--- src/rtl/rx_dma_req.sv ---
module rx_dma_req #(
  parameter int DEPTH = 32,
  parameter int DW    = 8,
  parameter int CW    = 16,
  parameter int AW    = $clog2(DEPTH),
  parameter int LW    = $clog2(DEPTH + 1)
) (
  input  logic          clk,
  input  logic          rst,
  input  logic          wr_en,
  input  logic [DW-1:0] wr_data,
  input  logic          wr_eof,
  input  logic          dma_rd,
  input  logic          cmd_ack,
  output logic          dma_req,
  output logic [LW-1:0] req_len,
  output logic [DW-1:0] rd_data,
  output logic          msg_end,
  output logic [CW-1:0] frame_cnt
);

  logic [DW-1:0] mem [DEPTH];
  logic [AW-1:0] wptr, rptr;
  logic [LW-1:0] level, beat;
  logic          pend, tail;

  wire hold       = pend | msg_end | (dma_req & tail);
  wire take       = wr_en & ~hold & (level < LW'(DEPTH));
  wire strobe     = dma_rd & dma_req;
  wire pop        = strobe & (level != '0);
  wire last       = strobe & (beat == req_len - 1'b1);
  wire idle       = ~dma_req & ~msg_end;
  wire start_tail = idle & pend;
  wire start_full = idle & ~pend & (level == LW'(DEPTH));

  function automatic logic [LW-1:0] burst_for(input logic [LW-1:0] n);
    if (n < LW'(4))       return LW'(4);
    else if (n < LW'(8))  return LW'(8);
    else if (n < LW'(16)) return LW'(16);
    else                  return LW'(DEPTH);
  endfunction

  assign rd_data = (level != '0) ? mem[rptr] : '0;

  always_ff @(posedge clk)
    if (take) mem[wptr] <= wr_data;

  always_ff @(posedge clk) begin
    if (rst) begin
      wptr      <= '0;
      rptr      <= '0;
      level     <= '0;
      beat      <= '0;
      pend      <= 1'b0;
      tail      <= 1'b0;
      dma_req   <= 1'b0;
      req_len   <= '0;
      msg_end   <= 1'b0;
      frame_cnt <= '0;
    end else begin
      if (take) begin
        wptr      <= wptr + 1'b1;
        frame_cnt <= frame_cnt + 1'b1;
        if (wr_eof) pend <= 1'b1;
      end
      if (pop) rptr <= rptr + 1'b1;
      level <= level + LW'(take) - LW'(pop);

      if (start_tail) begin
        dma_req <= 1'b1;
        req_len <= burst_for(level);
        tail    <= 1'b1;
        pend    <= 1'b0;
        beat    <= '0;
      end else if (start_full) begin
        dma_req <= 1'b1;
        req_len <= LW'(DEPTH);
        tail    <= 1'b0;
        beat    <= '0;
      end

      if (strobe) begin
        beat <= beat + 1'b1;
        if (last) begin
          dma_req <= 1'b0;
          if (tail) msg_end <= 1'b1;
        end
      end

      if (msg_end && cmd_ack) begin
        msg_end   <= 1'b0;
        frame_cnt <= '0;
      end
    end
  end

endmodule

--- config.mk ---
export PLATFORM = sky130hd
export DESIGN_NAME = rx_dma_req
export DESIGN_NICKNAME = d
export VERILOG_FILES = /design/src/rtl/rx_dma_req.sv
export SDC_FILE = /design/constraint.sdc
export NUM_CORES = 1
export LEC_CHECK = 0
export ABC_CLOCK_PERIOD_IN_PS = 3900
export BUFFER_PORTS_ARGS = -buffer_cell sky130_fd_sc_hd__buf_2
export CAP_MARGIN = 20
export CORE_ASPECT_RATIO = 2
export CORE_UTILIZATION = 30
export CTS_CLUSTER_SIZE = 20
export DETAILED_ROUTE_END_ITERATION = 6
export PLACE_DENSITY_LB_ADDON = 0.3
export SLEW_MARGIN = 40
export SYNTH_ARGS = -nofsm -noshare
export SYNTH_HDL_FRONTEND = slang
export SYNTH_SLANG_ARGS = --single-unit
export TNS_END_PERCENT = 10
--- constraint.sdc ---
create_clock -name clk -period 3.9 [get_ports clk]
set_clock_uncertainty 0.1 [all_clocks]
set_input_delay 0.195 -clock clk [delete_from_list [all_inputs] [get_ports clk]]
set_output_delay 0.195 -clock clk [all_outputs]
set_load 0.01 [all_outputs]
### After elaboration in Yosys (flattened, before gate mapping)

Memories as Yosys holds them, arrays and structs flattened. A register that Yosys moved wholly into a read port is not among the register bits.
Cells that the tools add are included.

| operators by class | value |
|---|---|
| $add $sub $neg | 7 |
| multipliers | 0 |
| divide/modulo/power cells | 0 |
| order comparisons | 4 |
| equal/unequal tests | 2 |
| shift-type cells | 0 |
| multiplexer cells | 19 |
| bitwise logic cells | 16 |
| reduce and logical (&&, ||, !) cells | 8 |

Operators by type and width:

| cell | number |
|---|---|
| 6-bit 2-to-1 mux | 8 |
| 16-bit by 1-bit adder with 16-bit output (second input constant) | 1 |
| 5-bit by 1-bit adder with 5-bit output (second input constant) | 2 |
| 1-bit AND | 10 |
| 5-bit 2-to-1 mux | 2 |
| 1-bit 2-to-1 mux | 8 |
| 8-bit 2-to-1 mux | 1 |
| 6-bit by 1-bit adder with 6-bit output | 1 |
| 6-bit by 1-bit adder with 6-bit output (second input constant) | 1 |
| 6-bit == test | 1 |
| 6-bit == test (second input constant) | 1 |
| 6-bit by 3-bit < comparator with 1-bit output (second input constant) | 1 |
| 6-bit by 4-bit < comparator with 1-bit output (second input constant) | 1 |
| 6-bit by 5-bit < comparator with 1-bit output (second input constant) | 1 |
| 6-bit < comparator (second input constant) | 1 |
| 6-bit nonzero test | 1 |
| 6-bit by 1-bit subtractor with 6-bit output | 1 |
| 6-bit by 1-bit subtractor with 6-bit output (second input constant) | 1 |
| 1-bit NOT | 4 |
| 2-bit OR reduction | 2 |
| 3-bit AND reduction | 1 |
| 3-bit nonzero test | 1 |
| 1-bit OR | 2 |
| 2-bit AND reduction | 1 |
| 2 further kinds | 2 |

| storage, ports and cells | value |
|---|---|
| flip-flop bits (word level) | 48 |
| bits in latches | 0 |
| memory bits (writable) | 256 |
| memory bits (read-only) | 0 |
| input port bits | 14 |
| logic and storage cells | 67 |
| memories | 1 |

Memory list:

| memory | depth | bits a word | read ports | clocked after Yosys merged registers in | write ports | RTL line | RTL |
|---|---|---|---|---|---|---|---|
| mem | 32 | 8 | 1 | 1 | 1 | 22 | `logic [DW-1:0] mem [DEPTH];` |

### Logic depth before layout (Yosys ltp)

| logic depth | value |
|---|---|
| depth after elaboration | 8 |
| gate-level depth with buffers | 14 |
| depth with buffers taken out | 13 |

### Worst setup path after synthesis

No wires, ideal clock.

| timing path | value |
|---|---|
| path type | register to register |
| start | register msg_end |
| end | register level[4] |
| setup time | 0.131 ns |
| arrival time | 2.754 ns |
| path slack | 0.915 ns |
| cell stages (with the launch flop) | 14 |
| period minus slack after synthesis | 2.985 ns |
| cell sequence | dfxtp_1 > nor4b_4 > and2_2 > buf_2 > inv_1 > ha_1 > inv_1 > ha_1 > inv_1 > fa_1 > nand2b_1 > a21oi_1 > o21a_1 > nor3_1 |

| on the way | value |
|---|---|
| cells in the longest elaborated chain, start to end | 7 |

Ends and longest elaborated chain:

| element | RTL line | RTL |
|---|---|---|
| start, declared | 18 | `output logic msg_end,` |
| start signal, assigned | 58 | `msg_end <= 1'b0;` |
| start signal, assigned | 86 | `if (tail) msg_end <= 1'b1;` |
| start signal, assigned | 91 | `msg_end <= 1'b0;` |
| 1-bit OR (2 in series) | 27 | `wire hold = pend \| msg_end \| (dma_req & tail);` |
| 1-bit NOT | 28 | `wire take = wr_en & ~hold & (level < LW'(DEPTH));` |
| 1-bit AND (2 in series) | 28 |  |
| 6-bit by 1-bit adder with 6-bit output | 67 | `level <= level + LW'(take) - LW'(pop);` |
| 6-bit by 1-bit subtractor with 6-bit output | 67 |  |
| end signal, assigned | 67 |  |
| end, declared | 24 | `logic [LW-1:0] level, beat;` |

No other way between the ends.
A chain may end at the register's enable or synchronous reset.

==> impl_metrics.toml <==
[sta]
timing.final.ws_setup_ns = 0.596
finalSetupViolations = 0
period_needed_ns = 3.30
final.setup.tns_ns = 0
unrepaired_setup_endpoints_after_global_routing = "false"
report.final.hold_viol_count = 0
final_max_slew_viol_count = 0
maxSlewHeadroom_pct = 45.4
max_freq_ghz = 0.303
slew_at_the_pin_closest_to_its_max_slew_limit_ns = 0.816
min_period_over_period_pct = 84.7
fin_hold_ws_ns = 0.0479

[logic_synthesis]
yosys_register_bits = 307
synth-edff-count = 256
synth_top_family_by_area = "multiplexers"
simple_gate_fraction_of_synth_area_pct = 6.64
netlist_instances = 715
post_synth_fa_ha_maj_area_fraction_pct = 1.88
muxShareOfSynthArea_pct = 13.8
synth.yosys.warnings = 0
ys_seq_area_share_pct = 70.4
asyncSetResetFlopFracSynth_pct = 0
netlist.area_leader.share_pct = 62.1
yosys.cell_types.count = 55
syn-cell-area_sq_um = 12400
leading_cell_types_by_total_area_after_synthesis = "edfxtp_1 62%, mux4_2 13%, dfxtp_1 8.3%"
synthXorXnorAreaFrac_pct = 1.49
syn-mean-instance-area_sq_um = 17.3
synth_area_in_compound_gates_pct = 3.61
postSynth.topFlopCell = "edfxtp_1"
netlist.top_cell.by_area = "edfxtp_1"

[clocking]
total_clock_buffers_created_by_cts = 26
htreeDepth = 1
cts_max_path_buffers = 3
tritoncts = "built"
worst_setup_hold_path_clk_slew_ns = 0.07
post_cts.resized_instances = 0
clock_sinks = 307
cts_root_buffer = "clkbuf_16"
clock_insertion_delay_worst_skew_ns = 0.54

[final_layout]
syn2layout_area_growth_pct = 13.9
mostFrequentLayoutCell = "edfxtp_1"
fin_nets = 798
final_design_instance_area_without_fill_sq_um = 14100
final.fill_count = 3807
post_route_cells_drive_above_1_share_pct = 24.6
leading_cell_types_in_the_layout_fill_and_taps_excluded = "256 x edfxtp_1, 71 x mux4_2, 48 x dfxtp_1"
num_antenna_cells = 0

[global_routing]
first_pass_grt_wire_length_um = 40100
grt_start_max_net_pins = 34
sum_of_overflow_across_all_layers_after_global_routing = 0
number_of_global_route_vias_before_repair = 6711
globalRouteTotalUtil_pct = 12.7
antenna_found_initial = 0

[pwr]
power_density_nw_per_um2 = 522
static-leakage-power_nw = 4.39
share_comb_of_total_power_pct = 14.1
power_frac_clock_pct = 35.4
ir_worst_vdd_uv = 323
power.total_mw = 7.36
power.share.sequential_pct = 50.6
cell_internal_pwr_mw = 5.53
p_switching_mw = 1.83
power.switching_fraction_pct = 24.9

[floorplanning]
std_cell_rows = 104
die_height_um = 289
die_area_sq_um = 42100
boundaryPins = 46
fp.coreArea_sq_um = 40500
die_width_um = 146
initial_utilization_pct = 30.6

[route]
detail_route.wl_per_cell_um = 20.0
drt_pass_1_iters = 4
postRouteAntennaNets = 0
num_vias = 6260
drt_first_iter_violations = 429
drc_errors = 0
totalWireLength_um = 26300
post_drt_via_cell_ratio = 4.76

[worst_setup_path]
timing.critical_path.required_ns = 3.61
worst_endpoint_data_arrival_time_ns = 3.01
crit_path_end_kind = "output pin"
timing_worst_setup_path_type = "reg -> out"
cp_max_fo = 21
crit_path_start_kind = "register"

[placed_design]
port-buffer-count = 43
post-place-ws_ns = 0.964
gp_congestion = 0.749
hpwlAfterDp_um = 18400
postPlaceCellArea_sq_um = 13200

[flow_run]
drv.max_cap_violation_count = 0

[run_status]
outcome = "finished clean"

[hold_path]
worstHoldPathType = "in -> reg"
## sequential cells by signal, summed over array words and instances (netlist names), named ones only
signal	count
mem	256
frame_cnt	16
beat	6
level	6
rptr	5
wptr	5
req_len	4
dma_req	1
msg_end	1
pend	1
tail	1
## final timing paths
path	startpoint	to	slack (ns)	depth (start not counted)
worst max-delay path	register	rd_data[2]	0.60	6
worst min-delay path	rst	level[1]	0.05	2
worst min register to register	frame_cnt[15]	frame_cnt[15]	0.39	2
worst max register to register	msg_end	level[4]	0.95	13
## cells in the mapped netlist, types with 2 or more instances
master    number
o31ai_1        6
nor3_1         7
nand2b_1       3
a221oi_1       7
and3_1         4
edfxtp_1     256
a311oi_1       4
xor2_1        13
or4_1          5
clkbuf_1      17
nand3_1       12
xnor2_1        8
nand3b_1       2
dfxtp_1       51
mux4_2        71
inv_1         28
o21ai_0        9
ha_1          17
o221ai_1       7
buf_1          3
and2_1         7
nor2_1        61
a22oi_1        3
nand2_1       25
and4_1         2
mux2i_1       10
nand4_1        9
or3b_2         2
buf_4          7
nor2b_1        4
buf_2          6
a21oi_1       21
or3_1          6
## kinds of logic after synthesis
family                   after synthesis
flip-flops                           307
AND/OR/NAND/NOR                      159
multiplexers                          82
AO/OA/AOI/OAI                         66
buffers and inverters                 61
XOR/XNOR                              21
adder cells (fa/ha/maj)               18
other                                  1
## worst max-delay path, stage by stage (launching register included)
cell	delay, ns
dfxtp_4	0.57
buf_12	0.26
mux4_2	0.53
mux4_2	0.47
inv_1	0.22
a221oi_1	0.17
buf_2	0.19
## area by class of cell
type	count	area (sq um)	share of cell area, %
Clock buffer	37	733	5.20
Clock inverter	10	108	0.763
Inverter	28	105	0.746
Multi-Input combinational cell	348	3450	24.5
Sequential cell	307	8720	61.9
Tap cell	530	663	4.71
Timing Repair Buffer	55	320	2.27
## per-stage QoR
step	util [%]	instances
6_report	34.8	1315
2_1_floorplan	-	716
3_3_place_gp	32.6	1267
4_1_cts	34.7	1315
5_1_grt	34.8	1315
3_5_place_dp	32.6	1267
## power groups by stage
stage	sequential [mW]	clock, mW	combinational, mW
6_report	3.72	2.61	1.03
5_1_grt	3.73	2.78	1.15
4_1_cts	3.73	2.67	1.05
3_5_place_dp	3.80	0	1.05
3_3_place_gp	3.79	0	1.04
2_1_floorplan	3.76	0	0.711
## metal layers
layer	vias to the layer above	part of all wire [%]	wire length (um)	track usage [%]
li1	2909	-	-	-
met4	0	4.3	1130	6.34
met5	-	0	0	0
met1	3189	33	8640	11.8
met2	114	60	15900	26.8
met3	48	2.3	616	1.18
## repair_timing
item / 4_1_cts / 5_1_grt
hold endpoints to repair: 1 / 0
setup buffers: 0 / 0
hold buffers: 1 / 0
No activity file was read; power rests on OpenSTA's default activity.
